[config.mk]
export PLATFORM = sky130hd
export DESIGN_NAME = q31_sat_add_unit
export DESIGN_NICKNAME = d
export VERILOG_FILES = /design/src/rtl/q31_pkg.sv /design/src/rtl/q31_insn_decode.sv /design/src/rtl/q31_sat_adder.sv /design/src/rtl/q31_ctrl_reg.sv /design/src/rtl/q31_sat_add_unit.sv
export SDC_FILE = /design/constraint.sdc
export NUM_CORES = 1
export LEC_CHECK = 0
export ABC_CLOCK_PERIOD_IN_PS = 3700
export BUFFER_PORTS_ARGS = -buffer_cell sky130_fd_sc_hd__buf_2
export CORE_AREA = 2 2 122 124
export DETAILED_ROUTE_END_ITERATION = 10
export DIE_AREA = 0 0 124 126
export PLACE_DENSITY = 0.82
export SLEW_MARGIN = 25
export SYNTH_ARGS = -nofsm -noshare
export SYNTH_HDL_FRONTEND = slang
export SYNTH_HIERARCHICAL = 1
export SYNTH_SLANG_ARGS = --single-unit
[constraint.sdc]
create_clock -name clk -period 3.7 [get_ports clk]
set_input_delay 0.37 -clock clk [delete_from_list [all_inputs] [get_ports clk]]
set_output_delay 0.37 -clock clk [all_outputs]
set_load 0.03 [all_outputs]
[src/rtl/q31_pkg.sv]
// Package: shared constants and the decoded-instruction record.
// Assumes a 32-bit instruction word and 5-bit register indices.
package q31_pkg;
    localparam int INSN_W = 32;
    localparam int IDX_W  = 5;

    // full-width layout identifiers
    localparam logic [5:0]  STD_MAJOR = 6'b011111;
    localparam logic [4:0]  STD_OP    = 5'b10110;
    localparam logic [5:0]  STD_FUNC  = 6'b010000;
    // compact layout identifiers
    localparam logic [5:0]  CMP_MAJOR = 6'b000000;
    localparam logic [9:0]  CMP_MINOR = 10'b1100000101;

    typedef struct packed {
        logic             hit;
        logic [IDX_W-1:0] src_a;
        logic [IDX_W-1:0] src_b;
        logic [IDX_W-1:0] dst;
    } dec_t;
endpackage

[src/rtl/q31_insn_decode.sv]
// Module: decodes one instruction word in a single layout chosen by COMPACT.
// Assumes the word is stable for the whole cycle; purely combinational.
module q31_insn_decode
    import q31_pkg::*;
#(
    parameter bit COMPACT = 1'b0
) (
    input  logic [INSN_W-1:0] insn_i,
    output dec_t              dec_o
);
    generate
        if (COMPACT) begin : g_cmp
            // compact layout: source B field sits above source A
            always_comb begin
                dec_o.hit   = (insn_i[31:26] == CMP_MAJOR) && !insn_i[10]
                              && (insn_i[9:0] == CMP_MINOR);
                dec_o.src_b = insn_i[25:21];
                dec_o.src_a = insn_i[20:16];
                dec_o.dst   = insn_i[15:11];
            end
        end else begin : g_std
            // full-width layout: source A field sits above source B
            always_comb begin
                dec_o.hit   = (insn_i[31:26] == STD_MAJOR) && (insn_i[10:6] == STD_OP)
                              && (insn_i[5:0] == STD_FUNC);
                dec_o.src_a = insn_i[25:21];
                dec_o.src_b = insn_i[20:16];
                dec_o.dst   = insn_i[15:11];
            end
        end
    endgenerate
endmodule

[src/rtl/q31_sat_adder.sv]
// Module: signed saturating add of the low WORD bits of two operands,
// result sign-extended to XLEN. Assumes XLEN > WORD; combinational.
module q31_sat_adder #(
    parameter int XLEN = 64,
    parameter int WORD = 32
) (
    input  logic [XLEN-1:0] a_i,
    input  logic [XLEN-1:0] b_i,
    output logic [XLEN-1:0] res_o,
    output logic            sat_o
);
    localparam logic [WORD-1:0] POS_LIM = {1'b0, {(WORD-1){1'b1}}};
    localparam logic [WORD-1:0] NEG_LIM = {1'b1, {(WORD-1){1'b0}}};

    logic [WORD:0]   sum_w;
    logic [WORD-1:0] clip;
    logic            unused_upper;

    assign unused_upper = ^{a_i[XLEN-1:WORD], b_i[XLEN-1:WORD]};

    // widen by one sign bit, add, detect overflow and clamp
    always_comb begin
        sum_w = {a_i[WORD-1], a_i[WORD-1:0]} + {b_i[WORD-1], b_i[WORD-1:0]};
        sat_o = sum_w[WORD] ^ sum_w[WORD-1];
        if (!sat_o)            clip = sum_w[WORD-1:0];
        else if (!sum_w[WORD]) clip = POS_LIM;
        else                   clip = NEG_LIM;
        res_o = {{(XLEN-WORD){clip[WORD-1]}}, clip};
    end

    // a clamped result is always one of the two limits with the sign of the inputs
    always_comb begin
        if (sat_o === 1'b1) begin
            clamp_value_chk: assert ((res_o[WORD-1:0] == POS_LIM && !a_i[WORD-1])
                                  || (res_o[WORD-1:0] == NEG_LIM && a_i[WORD-1]));
        end
    end
endmodule

[src/rtl/q31_ctrl_reg.sv]
// Module: control register holding the sticky saturation flag.
// Assumes a software load has priority over a flag set in the same cycle.
module q31_ctrl_reg #(
    parameter int CTRL_W   = 32,
    parameter int FLAG_BIT = 20
) (
    input  logic              clk,
    input  logic              rst_n,
    input  logic              we_i,
    input  logic [CTRL_W-1:0] wdata_i,
    input  logic              set_i,
    output logic [CTRL_W-1:0] q_o
);
    // load wins; otherwise OR in the flag
    always_ff @(posedge clk) begin
        if (!rst_n)     q_o <= '0;
        else if (we_i)  q_o <= wdata_i;
        else if (set_i) q_o[FLAG_BIT] <= 1'b1;
    end


    flag_sticky_chk: assert property (@(posedge clk) disable iff (!rst_n)
        (q_o[FLAG_BIT] && !we_i) |=> q_o[FLAG_BIT]);

    flag_set_chk: assert property (@(posedge clk) disable iff (!rst_n)
        (set_i && !we_i) |=> q_o[FLAG_BIT]);

    load_priority_chk: assert property (@(posedge clk) disable iff (!rst_n)
        we_i |=> q_o == $past(wdata_i));
endmodule

[src/rtl/q31_sat_add_unit.sv]
// Module: top of the Q31 saturating add unit. Decodes both layouts, selects by
// mode, adds, and registers the result and status one cycle after valid_i.
// Assumes the register file returns operands combinationally from the indices.
module q31_sat_add_unit
    import q31_pkg::*;
#(
    parameter int XLEN     = 64,
    parameter int WORD     = 32,
    parameter int CTRL_W   = 32,
    parameter int FLAG_BIT = 20
) (
    input  logic              clk,
    input  logic              rst_n,
    input  logic              valid_i,
    input  logic [31:0]       insn_i,
    input  logic              compact_i,
    input  logic              dsp_en_i,
    output logic [4:0]        src_a_idx_o,
    output logic [4:0]        src_b_idx_o,
    input  logic [XLEN-1:0]   src_a_data_i,
    input  logic [XLEN-1:0]   src_b_data_i,
    output logic              wr_en_o,
    output logic [4:0]        wr_idx_o,
    output logic [XLEN-1:0]   wr_data_o,
    output logic              rsvd_o,
    output logic              dsp_off_o,
    input  logic              ctrl_we_i,
    input  logic [CTRL_W-1:0] ctrl_wdata_i,
    output logic [CTRL_W-1:0] ctrl_o
);
    localparam int N_LAYOUT = 2;

    dec_t            dec_q [N_LAYOUT];
    dec_t            dec_sel;
    logic [XLEN-1:0] sum_x;
    logic            sat;
    logic            do_write;
    logic            do_rsvd;
    logic            do_off;

    // one decoder per layout
    generate
        for (genvar g = 0; g < N_LAYOUT; g++) begin : g_dec
            q31_insn_decode #(.COMPACT(g == 1)) u_dec (
                .insn_i (insn_i),
                .dec_o  (dec_q[g])
            );
        end
    endgenerate

    // pick the layout named by the mode input
    assign dec_sel     = compact_i ? dec_q[1] : dec_q[0];
    assign src_a_idx_o = dec_sel.src_a;
    assign src_b_idx_o = dec_sel.src_b;

    q31_sat_adder #(.XLEN(XLEN), .WORD(WORD)) u_add (
        .a_i   (src_a_data_i),
        .b_i   (src_b_data_i),
        .res_o (sum_x),
        .sat_o (sat)
    );

    // classify this cycle's request
    always_comb begin
        do_write = valid_i && dec_sel.hit && dsp_en_i;
        do_rsvd  = valid_i && !dec_sel.hit;
        do_off   = valid_i && dec_sel.hit && !dsp_en_i;
    end

    // register result and status pulses
    always_ff @(posedge clk) begin
        if (!rst_n) begin
            wr_en_o   <= 1'b0;
            wr_idx_o  <= '0;
            wr_data_o <= '0;
            rsvd_o    <= 1'b0;
            dsp_off_o <= 1'b0;
        end else begin
            wr_en_o   <= do_write;
            rsvd_o    <= do_rsvd;
            dsp_off_o <= do_off;
            if (do_write) begin
                wr_idx_o  <= dec_sel.dst;
                wr_data_o <= sum_x;
            end
        end
    end

    q31_ctrl_reg #(.CTRL_W(CTRL_W), .FLAG_BIT(FLAG_BIT)) u_ctrl (
        .clk     (clk),
        .rst_n   (rst_n),
        .we_i    (ctrl_we_i),
        .wdata_i (ctrl_wdata_i),
        .set_i   (do_write && sat),
        .q_o     (ctrl_o)
    );


    status_excl_chk: assert property (@(posedge clk) disable iff (!rst_n)
        $onehot0({wr_en_o, rsvd_o, dsp_off_o}));

    idle_quiet_chk: assert property (@(posedge clk) disable iff (!rst_n)
        !valid_i |=> !(wr_en_o || rsvd_o || dsp_off_o));

    sign_ext_chk: assert property (@(posedge clk) disable iff (!rst_n)
        wr_en_o |-> (wr_data_o[XLEN-1:WORD] == {(XLEN-WORD){wr_data_o[WORD-1]}}));

    no_flag_on_reject_chk: assert property (@(posedge clk) disable iff (!rst_n)
        ((do_rsvd || do_off) && !ctrl_we_i) |=> $stable(ctrl_o));
endmodule

# == Yosys cells after proc, flatten, opt, wreduce, memory -nomap -nowiden ==
# Cells that the tools add are included.
# classes
n_addsub,1
n_eq_ne,4
mux,5
n_bitwise,1
n_reduce_logical,14
# op_table
operator,n
$mux 32,2
$add 32x32->33,1
$mux 16,1
$eq 6x5->1 const B,2
$eq 10x10->1 const B,1
$logic_and 1x1->1,9
$logic_not 6->1,1
$eq 5x5->1 const B,1
$logic_not 1->1,3
$mux 1,2
$reduce_bool 2->1,1
$xor 1x1->1,1
# totals
reg_bits,72
inputBits,198
output_inout_bits,114
wordCells,32

# == Depth between registers and ports, before layout ==
# Gate-level depths: netlist of run 1.
# logic_depth
ltp_word,9
depth_mapped,13
depth_no_buf,12

# == By module ==
# Netlist of run 1, hierarchy kept.
# modules_own_cells
module,n_inst,cells_per_inst,area_per_inst_um2,seq_area_each_um2
q31_sat_add_unit,1,333,3066.7,1441.4
q31_sat_adder,1,319,2283.4,0.0
q31_ctrl_reg,1,103,1221.2,640.6
q31_insn_decode at g_dec[1].u_dec,1,22,173.9,0.0
q31_insn_decode at g_dec[0].u_dec,1,22,171.4,0.0

# == Worst setup path after synthesis of run 1 ==
# OpenSTA, ideal clock, no wires.
# synth_path
path_kind,input to register
start,input port src_a_data_i[0]
end,register wr_data_o[32] (netlist name)
setup_time_ns,0.072
t_arrival_ns,3.158
required_ns,3.628
slack_ns,0.470
path_stages,12
path_buffers,1
path_cell_list,ha_1 > fa_1 > a211oi_1 > o311a_1 > or4_1 > o211ai_2 > a311oi_2 > nand2_1 > nand2_1 > buf_4 > nand2_1 > mux2i_1
# synth_between
elab_chain_cells,3
word_cells_on_any_way,4
classes_between,add/sub: 1; mux: 2; bitwise: 1
# synth_lines
item,line,text
from (decl),q31_sat_add_unit.sv:20,"input logic [XLEN-1:0] src_a_data_i,"
$add 32x32->33 (*),q31_sat_adder.sv:23,"sum_w = {a_i[WORD-1], a_i[WORD-1:0]} + {b_i[WORD-1], b_i[WORD-1:0]};"
$mux 32 / $xor 1x1->1 (equally long branches),"q31_sat_adder.sv:26, q31_sat_adder.sv:24",
$mux 32 (*),q31_sat_adder.sv:25,if (!sat_o) clip = sum_w[WORD-1:0];
net sum_x[31],q31_sat_add_unit.sv:35,logic [XLEN-1:0] sum_x;
# Mark *: on every way through the listed nets, which the timed path passes. The rest lies on a longest branch.
# A chain may end at the register's enable or synchronous reset.

# == Final worst setup path of run 1 ==
# layout_path
start,input port src_a_data_i[0]
end,register wr_data_o[3]
# layout_between
elab_chain_cells,3
word_cells_on_any_way,4
classes_between,add/sub: 1; mux: 2; bitwise: 1
# layout_lines
item,line,text
$add 32x32->33 (*),q31_sat_adder.sv:23,
$mux 32 / $xor 1x1->1 (equally long branches),"q31_sat_adder.sv:26, q31_sat_adder.sv:24",
$mux 32 (*),q31_sat_adder.sv:25,
net sum_x[3],q31_sat_add_unit.sv:35,
to (signal assigned),q31_sat_add_unit.sv:84,wr_data_o <= sum_x;
to (decl),q31_sat_add_unit.sv:24,"output logic [XLEN-1:0] wr_data_o,"
# Marks and branches as above.

==> run metrics, run 1 <==
worst-margin pin slew 914 ps; Mean Syn Cell Area 8.66 um2; clk sinks 104; Starting Density 0.483; synth-to-layout area growth 15.3%; Overflow after GRT 0; first-pass GRT wire length 24,700 um; post-CTS sizing 0; Routed WL 15,700 um; crit path max fanout 21; number of diodes 0; register bit count reported by yosys 104; max incr delay on CP 430 ps; WP buf/inv 2; CP dominant cell by count nand2_1; Area contributors post-synth dfxtp_1 30%, mux2i_1 15%, nand2_1 8.2%; most common cell after layout, fill and taps aside buf_2; Post-CTS Hold Buffers 0; row cnt 44; vias per cell 5.24; max cap viols 0; Setup crit start src_a_data_i[0]; vias in the first global route 5,490; Pins Over Slew Limit 0; Leak 3.73 nW; slowest stage cell, crit path fa_1; CTS Buf Count 9; Iter 0 DRT Violations 267; Pwr per Cell Area 359 nW/um2; io pins 312; Setup violations, final 0; reg-to-reg startpoint u_ctrl/q_o[20]; Final Critical Period 3090 ps; worst-path cell chain buf_2 > ha_1 > fa_1 > a211oi_1 > o311a_1 > or4_1 > o211ai_2 > a311oi_2 > nand2_1 > mux2i_4 > buf_12 > o21ai_0 > nand2_1 > mux2i_1; initial antenna violation count 0; CTS tree done; Longest Clk Path Bufs 2; accumulated negative setup slack 0 ps; CP Capture Type register; die height 126 um; Req. time, crit path 3920 ps; PnR worst setup slack 613 ps; post-route DRC violation count 0; setup bufs post-CTS 0; Synthesized Nets 1,030; Worst slew margin 0.391; wire length per cell 13.9 um; cell family with most CP delay compound AO/OA/AOI/OAI gates; fraction of layout cells with a size suffix above 1 0.328; Worst VDD drop 189 uV; Hold Path Stages 2; Core ar. 14,300 um2; Root Driver clkbuf_16; r2r setup slk 2970 ps; final net count 1,176; Hold WS 196 ps; register area share after synthesis 0.301; final hold violation count 0; worst skew pair latency 340 ps; Port Buf Inserts 247; largest area contributor in the synthesized netlist dfxtp_1; detailed-router iteration count before antenna repair 6; hold crit path type input port to register; RSZ-0062 raised after global routing no; DP Worst Slack 245 ps; reg-to-reg endpoint u_ctrl/q_o[20]; crit path kind input port to register; R2R cell count 1; die area 15,600 um2; warnings from Yosys 6; H-tree levels 3; gp weighted congestion 0.873; main flop type after synthesis dfxtp_1; Tot GR Track Use 0.194; Mapped Area 6920 um2; Tcrit/Tclk final 0.834; dpl hpwl 12,000 um; vias 5,939; Worst Setup EP wr_data_o[3]; type of origin of the critical path input port; share of the synthesized area in the top cell type 0.301; clk_skew 0 ps; Chip Width 124 um; status complete, no violations; most frequent cells in the layout 246 x buf_2, 152 x nand2_1, 104 x dfxtp_1; Post-Synthesis Cells 799; Post-synth EDFFs 0; Worst path depth 14; Routed Antenna Nets 0; largest net degree at the start of global routing 95; ys async rst share 0; clock slew seen by the registers of the worst setup and hold paths 80 ps; fmax 324 MHz; WP data arrival 3300 ps; Synth cell types 66
[routing by layer]
metal	vias up	global-route usage	wire [um]	share of wire
met4	0	0.0542	244	0.016
met2	234	0.337	7380	0.47
met5	-	0	0	0
met1	2699	0.238	6740	0.43
li1	2987	-	-	-
met3	19	0.0476	1350	0.086
[synthesized netlist by cell type, drive strengths merged (2+ instances only)]
cell / number
a211oi: 4
a21o: 10
a21oi: 48
a221o: 2
a2bb2oi: 2
a31o: 2
a31oi: 2
a41oi: 2
and2: 5
and3: 5
and4bb: 2
buf: 92
clkbuf: 27
dfxtp: 104
ha: 32
inv: 8
mux2: 11
mux2i: 103
nand2: 152
nand2b: 3
nand3: 16
nand4: 5
nor2: 14
nor2b: 34
nor3: 6
nor4: 5
nor4b: 2
o211a: 5
o211ai: 6
o21a: 5
o21ai: 34
o311a: 2
o31ai: 5
xnor2: 14
xor2: 14
[stage by stage]
step           power [W]  cell area [um2]  utilization  instances
3_5_place_dp     0.00194             7660        0.535       1118
5_1_grt          0.00304             7980        0.557       1134
6_report         0.00286             7980        0.557       1134
4_1_cts          0.00290             7980        0.557       1134
3_3_place_gp     0.00192             7660        0.535       1118
2_1_floorplan    0.00183             6920            -        799
[power by group]
group,switching [W],total [W],internal [W]
clock network,0.000465,0.000949,0.000483
logic,0.000445,0.000766,0.000322
registers,0.00000988,0.00115,0.00114
[cell families after synthesis]
group / Yosys count / share of synthesized area
XOR/XNOR: 28 / 0.0365
multiplexers: 114 / 0.169
AND/OR/NAND/NOR: 257 / 0.179
AO/OA/AOI/OAI: 136 / 0.132
flip-flops: 104 / 0.301
buffers and inverters: 127 / 0.122
adder cells (fa/ha/maj): 33 / 0.0608
[registers in the layout (all words and copies together) (netlist names)]
register,count
wr_en_o,1
dsp_off_o,1
rsvd_o,1
u_ctrl/q_o,32
wr_data_o,64
wr_idx_o,5
[worst min-delay path by stage]
stage | slack [ps] | start | end
floorplan | 450 | dsp_en_i | dsp_off_o
global placement | 440 | wr_data_o[54] | wr_data_o[54]
detailed placement | 440 | wr_data_o[16] | wr_data_o[16]
CTS | 180 | dsp_en_i | dsp_off_o
global route | 180 | dsp_en_i | dsp_off_o
finish | 200 | dsp_en_i | dsp_off_o
[final cells by class]
type / instances / area (um2)
inverters: 8 / 30.0
clock inverters: 7 / 86.3
repair buffers: 254 / 1330
well taps: 184 / 230
clock buffers: 9 / 225
flip-flops and latches: 104 / 2080
fillers: 1312 / 6340
multi-input cells: 568 / 3990
Power figures use the tool's default switching activity.
==> inputs of run 2 (changes only) <==
ABC_CLOCK_PERIOD_IN_PS = 2500   (was 3700)
CORE_AREA = 2 2 129 131   (was 2 2 122 124)
DIE_AREA = 0 0 131 133   (was 0 0 124 126)
PLACE_DENSITY = 0.77   (was 0.82)
clock period = 2.5 ns   (was 3.7 ns; I/O delays follow)
==> run 2 against run 1 <==
Net effect:
- the flow now finishes with violations (setup timing)
- via count grew 6.7%
- global-route usage shrank 0.22 points
- utilization grew 2.5 points
- register-to-register slack lost 1200 ps
- sequential cell count is the same
- first-iteration DRC count shrank 14%
- design area grew 18%
- critical endpoint is now wr_data_o[9]
- largest cell class unchanged
==> run metrics, run 2 (same netlist as run 1, synthesis figures left out) <==
status complete, but fails checks (was complete, no violations); failing checks setup timing; Worst slew margin 0.386 (was 0.391); crit path kind input port to register (unchanged); hold crit path type input port to register (unchanged); io pins 312 (unchanged); most frequent cells in the layout 241 x buf_2, 148 x nand2_1, 104 x dfxtp_1 (was 246 x buf_2, 152 x nand2_1, 104 x dfxtp_1); Pwr per Cell Area 518 nW/um2 (was 359 nW/um2); Iter 0 DRT Violations 230 (was 267); vias 6,339 (was 5,939); dpl hpwl 13,000 um (was 12,000 um); Post-Layout Cell Count 1,283 (was 1,134); CP dominant cell by count buf_6 (was nand2_1); total power draw 0.00488 W (was 0.00286 W); final net count 1,290 (was 1,176); Final Critical Period 2650 ps; WP buf/inv 4 (was 2); Routed WL 17,600 um (was 15,700 um); fraction of layout cells with a size suffix above 1 0.441 (was 0.328); fmax 377 MHz; worst skew pair latency 340 ps (about the same); Setup violations, final 65 (was 0); clock slew seen by the registers of the worst setup and hold paths 70 ps (was 80 ps); Hold WS 78.6 ps (was 196 ps); Worst VDD drop 361 uV (was 189 uV); Req. time, crit path 2720 ps (was 3920 ps); gp weighted congestion 0.863 (was 0.873); CTS tree done (unchanged); RSZ-0062 raised after global routing yes (was no); Routed Antenna Nets 0 (unchanged); initial antenna violation count 0 (unchanged); max incr delay on CP 370 ps (was 430 ps); row cnt 47 (was 44); Core ar. 16,200 um2 (was 14,300 um2); final hold violation count 0 (unchanged); largest net degree at the start of global routing 69 (was 95); slowest stage cell, crit path fa_2 (was fa_1); Tot GR Track Use 0.192 (was 0.194); dpl cells 1,252 (was 1,118); post-route DRC violation count 0 (unchanged); vias in the first global route 5,781 (was 5,490); vias per cell 4.94 (was 5.24); Chip Width 131 um (was 124 um); worst-margin pin slew 920 ps (was 914 ps); PnR worst setup slack -154 ps (was 613 ps); die area 17,400 um2 (was 15,600 um2); crit path max fanout 5 (was 21); Starting Density 0.428 (was 0.483); number of diodes 0 (unchanged); detailed-router iteration count before antenna repair 5 (was 6); Overflow after GRT 0 (unchanged); CP Capture Type register (unchanged); H-tree levels 3 (unchanged); cell family with most CP delay compound AO/OA/AOI/OAI gates (unchanged); Longest Clk Path Bufs 2 (unchanged); max cap viols 0 (unchanged); synth-to-layout area growth 36.1% (was 15.3%); clk sinks 104 (unchanged); Leak 4.41 nW (was 3.73 nW); die height 133 um (was 126 um); WP data arrival 2880 ps (was 3300 ps); Tcrit/Tclk final 1.06; first-pass GRT wire length 27,300 um (was 24,700 um); wire length per cell 13.7 um (was 13.9 um); worst-path cell chain buf_6 > ha_4 > fa_2 > a211oi_4 > o311a_1 > or4_4 > o211ai_4 > a311oi_2 > buf_4 > nand2_4 > mux2i_4 > buf_6 > clkbuf_16 > o21ai_2 > nand2_1 > mux2i_1 (was buf_2 > ha_1 > fa_1 > a211oi_1 > o311a_1 > or4_1 > o211ai_2 > a311oi_2 > nand2_1 > mux2i_4 > buf_12 > o21ai_0 > nand2_1 > mux2i_1); clk_skew 0 ps (unchanged); max FFs per register 64 (unchanged); type of origin of the critical path input port (unchanged); Top Registers wr_data_o: 64 flops, u_ctrl/q_o: 32 flops, wr_idx_o: 5 flops (unchanged); Biggest register wr_data_o (unchanged); Post-CTS Hold Buffers 0 (unchanged); Root Driver clkbuf_16 (unchanged); most common cell after layout, fill and taps aside buf_2 (unchanged); Port Buf Inserts 247 (unchanged); Pins Over Slew Limit 0 (unchanged); CTS Buf Count 9 (unchanged)
run 2: cell types whose count changed in the layout (fill, tap and decap cells not counted), sizes merged:
cell	delta
buf	+111
clkinv	-4
inv	-2
clkinvlp	+1
bufinv	+3
clkbuf	+4
run 2: cell type report:
cell class	count	area (um2)
tap	220	275
fill	1371	6760
inverter	8	30.0
timing repair buffer	368	2400
sequential	104	2080
clock buffer	10	229
clock inverter	5	106
multi-input combinational	568	4300
run 2: path summary, 6_finish.rpt:
kind,start,cells past startpoint,endpoint,slack [ps]
setup / recovery,src_a_data_i[0],16,wr_data_o[9],-150
hold / removal,dsp_en_i,2,dsp_off_o,80
setup reg to reg,u_ctrl/q_o[20],1,u_ctrl/q_o[20],1760
hold reg to reg,wr_data_o[57],2,wr_data_o[57],450
run 2: per-layer routing:
layer  GRT usage  vias to the layer above  wire length, um
met3      0.0239                       28             1150
met1       0.248                     2876             7570
met5           0                        -                0
li1            -                     3219                -
met2       0.329                      216             8470
met4      0.0656                        0              378
run 2: timing repair:
item,4_1_cts,5_1_grt
buffers inserted,10,0
pin swaps,24,6
cloned,3,3
gates resized for setup,45,28
endpoints found under the setup margin,62,65
run 2: power breakdown:
part,internal [W],total [W],switching (W)
Combinational,0.000786,0.00160,0.000813
Clock,0.000975,0.00158,0.000605
Sequential,0.00169,0.00170,0.0000132
Total,0.00345,0.00488,0.00143
run 2: metrics by stage:
stage / util / setup TNS, ps / area [um2] / worst slack (ps)
floorplan: - / -9940 / 6980 / -205
global placement: 0.530 / -22020 / 8570 / -417
detailed placement: 0.530 / -26090 / 8570 / -497
CTS: 0.572 / -559 / 9260 / -41.1
global route: 0.582 / -12500 / 9420 / -234
finish: 0.582 / -5870 / 9420 / -154
==> inputs of run 3 (changes only) <==
PLACE_DENSITY = 0.83   (was 0.77)
==> run 3 against run 2 <==
Net effect:
- critical path type unchanged
- sequential share of layout area shrank 0.77 points
- critical endpoint is now wr_data_o[6]
- largest power group is now combinational logic
- sequential cell count is the same
- critical path depth shrank 1
- the run still ends with setup timing left
- first-iteration DRC count grew 47%
==> run metrics, run 3 (same netlist as run 1, synthesis figures left out) <==
die area 17,400 um2 (unchanged); max FFs per register 64 (unchanged); met1 Use GR 0.237 (was 0.248); Clk pwr share 0.297 (was 0.324); Hold Startpoint dsp_en_i (unchanged); vias 6,566 (was 6,339); wire length per cell 14.5 um (was 13.7 um); Hold Path Stages 2 (unchanged); die height 133 um (unchanged); io pins 312 (unchanged); Final Critical Period 2590 ps (was 2650 ps); busiest grt layer met2 (unchanged); Pwr per Cell Area 503 nW/um2 (was 518 nW/um2); clock slew seen by the registers of the worst setup and hold paths 70 ps (about the same); Top Registers wr_data_o: 64 flops, u_ctrl/q_o: 32 flops, wr_idx_o: 5 flops (unchanged); Core ar. 16,200 um2 (unchanged); CTS Buf Count 9 (unchanged); Routed WL 18,900 um (was 17,600 um); total power draw 0.00491 W (was 0.00488 W); first-pass GRT wire length 28,500 um (was 27,300 um); PnR worst setup slack -90.3 ps (was -154 ps); Iter 0 DRT Violations 338 (was 230); clk sinks 104 (unchanged); Post-CTS Hold Buffers 0 (unchanged); Hold Crit Endpoint dsp_off_o (unchanged); final instance area 9760 um2 (was 9420 um2); Req. time, crit path 2760 ps (was 2720 ps); vias per cell 5.04 (was 4.94); type of origin of the critical path input port (unchanged); final net count 1,308 (was 1,290); Hold WS 81.7 ps (was 78.6 ps); placed inst area 8630 um2 (was 8570 um2); CTS tree done (unchanged); Biggest register wr_data_o (unchanged); max cap viols 0 (unchanged); GR Util met3 0.0251 (was 0.0239); H-tree levels 3 (unchanged); fmax 386 MHz (was 377 MHz); hold crit path type input port to register (unchanged); failing checks setup timing (unchanged); Int Power 0.00338 W (was 0.00345 W); final hold violation count 0 (unchanged); worst-path cell chain buf_6 > ha_4 > buf_6 > a211oi_4 > o311a_1 > or4_4 > o211ai_4 > a311oi_2 > buf_4 > a2bb2oi_4 > buf_12 > buf_12 > a21oi_2 > nand2_1 > mux2i_1 (was buf_6 > ha_4 > fa_2 > a211oi_4 > o311a_1 > or4_4 > o211ai_4 > a311oi_2 > buf_4 > nand2_4 > mux2i_4 > buf_6 > clkbuf_16 > o21ai_2 > nand2_1 > mux2i_1); number of diodes 0 (unchanged); Routed Antenna Nets 0 (unchanged); Root Driver clkbuf_16 (unchanged); most common cell after layout, fill and taps aside buf_2 (unchanged); synth-to-layout area growth 41.1% (was 36.1%); Starting Density 0.428 (unchanged); WP data arrival 2850 ps (was 2880 ps); CP Capture Type register (unchanged); Worst VDD drop 364 uV (was 361 uV); grt met2 use 0.364 (was 0.329); Chip Width 131 um (unchanged); post-route DRC violation count 0 (unchanged); Overflow after GRT 0 (unchanged); Port Buf Inserts 247 (unchanged); max incr delay on CP 440 ps (was 370 ps); slowest stage cell, crit path or4_4 (was fa_2); Longest Clk Path Bufs 2 (unchanged); worst-margin pin slew 641 ps (was 920 ps); Tcrit/Tclk final 1.04 (was 1.06); RSZ-0062 raised after global routing yes (unchanged); Tot GR Track Use 0.200 (was 0.192); reg-to-reg endpoint u_ctrl/q_o[20] (unchanged); cell family with most CP delay compound AO/OA/AOI/OAI gates (unchanged); Reg power frac 0.346 (was 0.349); Net Sw Frac 0.311 (was 0.293); dpl hpwl 13,600 um (was 13,000 um); initial antenna violation count 0 (unchanged); sw power 0.00153 W (was 0.00143 W); Pins Over Slew Limit 0 (unchanged); vias in the first global route 6,208 (was 5,781); part of the power in combinational logic 0.356 (was 0.328); r2r setup slk 1760 ps (about the same); Leak 4.54 nW (was 4.41 nW); fraction of layout cells with a size suffix above 1 0.467 (was 0.441); WP buf/inv 5 (was 4); crit path max fanout 6 (was 5); worst skew pair latency 340 ps (about the same); status complete, but fails checks (unchanged); most frequent cells in the layout 237 x buf_2, 144 x nand2_1, 113 x buf_4 (was 241 x buf_2, 148 x nand2_1, 104 x dfxtp_1); reg-to-reg startpoint u_ctrl/q_o[20] (unchanged); clk_skew 0 ps (unchanged); gp weighted congestion 0.832 (was 0.863); largest net degree at the start of global routing 106 (was 69); Setup violations, final 21 (was 65); detailed-router iteration count before antenna repair 5 (unchanged); R2R cell count 1 (unchanged); row cnt 47 (unchanged); crit path kind input port to register (unchanged); Worst slew margin 0.567 (was 0.386)
run 3: cell count changes in the layout (fill, tap and decap cells not counted), sizes merged:
cell,change
clkinv,+1
buf,+17
clkinvlp,-1
mux2i,+1
bufinv,-2
inv,+3
run 3: metal layers:
metal,share of wire,up-vias
met3,0.060,42
met1,0.41,3024
met5,0,-
met4,0.029,0
met2,0.50,235
li1,-,3265
run 3: power by group through the flow:
stage / sequential [W] / combinational (W) / clock, W
2_1_floorplan: 0.00180 / 0.000920 / 0
3_3_place_gp: 0.00174 / 0.00134 / 0
3_5_place_dp: 0.00174 / 0.00137 / 0
4_1_cts: 0.00170 / 0.00162 / 0.00150
5_1_grt: 0.00170 / 0.00189 / 0.00157
6_report: 0.00170 / 0.00175 / 0.00146
run 3: worst max path at each step:
stage	from	cells after the start	end	slack [ps]
after floorplan	src_a_data_i[23]	13	wr_data_o[13]	-210
after global placement	src_a_data_i[1]	12	wr_data_o[4]	-770
after detailed placement	src_a_data_i[17]	12	wr_data_o[7]	-800
after CTS	src_b_data_i[0]	13	u_ctrl/q_o[20]	-90
after global routing	src_a_data_i[17]	14	wr_data_o[2]	-180
final	src_b_data_i[2]	15	wr_data_o[6]	-90
run 3: cell type report:
cell class	count	area (um2)
fill	1296	6410
clock inverter	6	72.6
tap	220	275
multi-input combinational	569	4460
clock buffer	10	239
timing repair buffer	385	2600
inverter	8	30.0
sequential	104	2080
run 3: metrics by stage:
| step | setup TNS, ps | setup slack, ps | utilization | cells |
|---|---|---|---|---|
| floorplan | -9940 | -205 | - | 799 |
| global placement | -28420 | -775 | 0.533 | 1264 |
| detailed placement | -32010 | -796 | 0.533 | 1264 |
| CTS | -926 | -93.5 | 0.586 | 1295 |
| global route | -4920 | -180 | 0.603 | 1302 |
| finish | -691 | -90.3 | 0.603 | 1302 |
run 3: timing repair:
action	4_1_cts	5_1_grt
gates cloned	5	2
pin swaps	24	24
gates resized for setup	65	47
endpoints found under the setup margin	39	65
buffers inserted	10	6
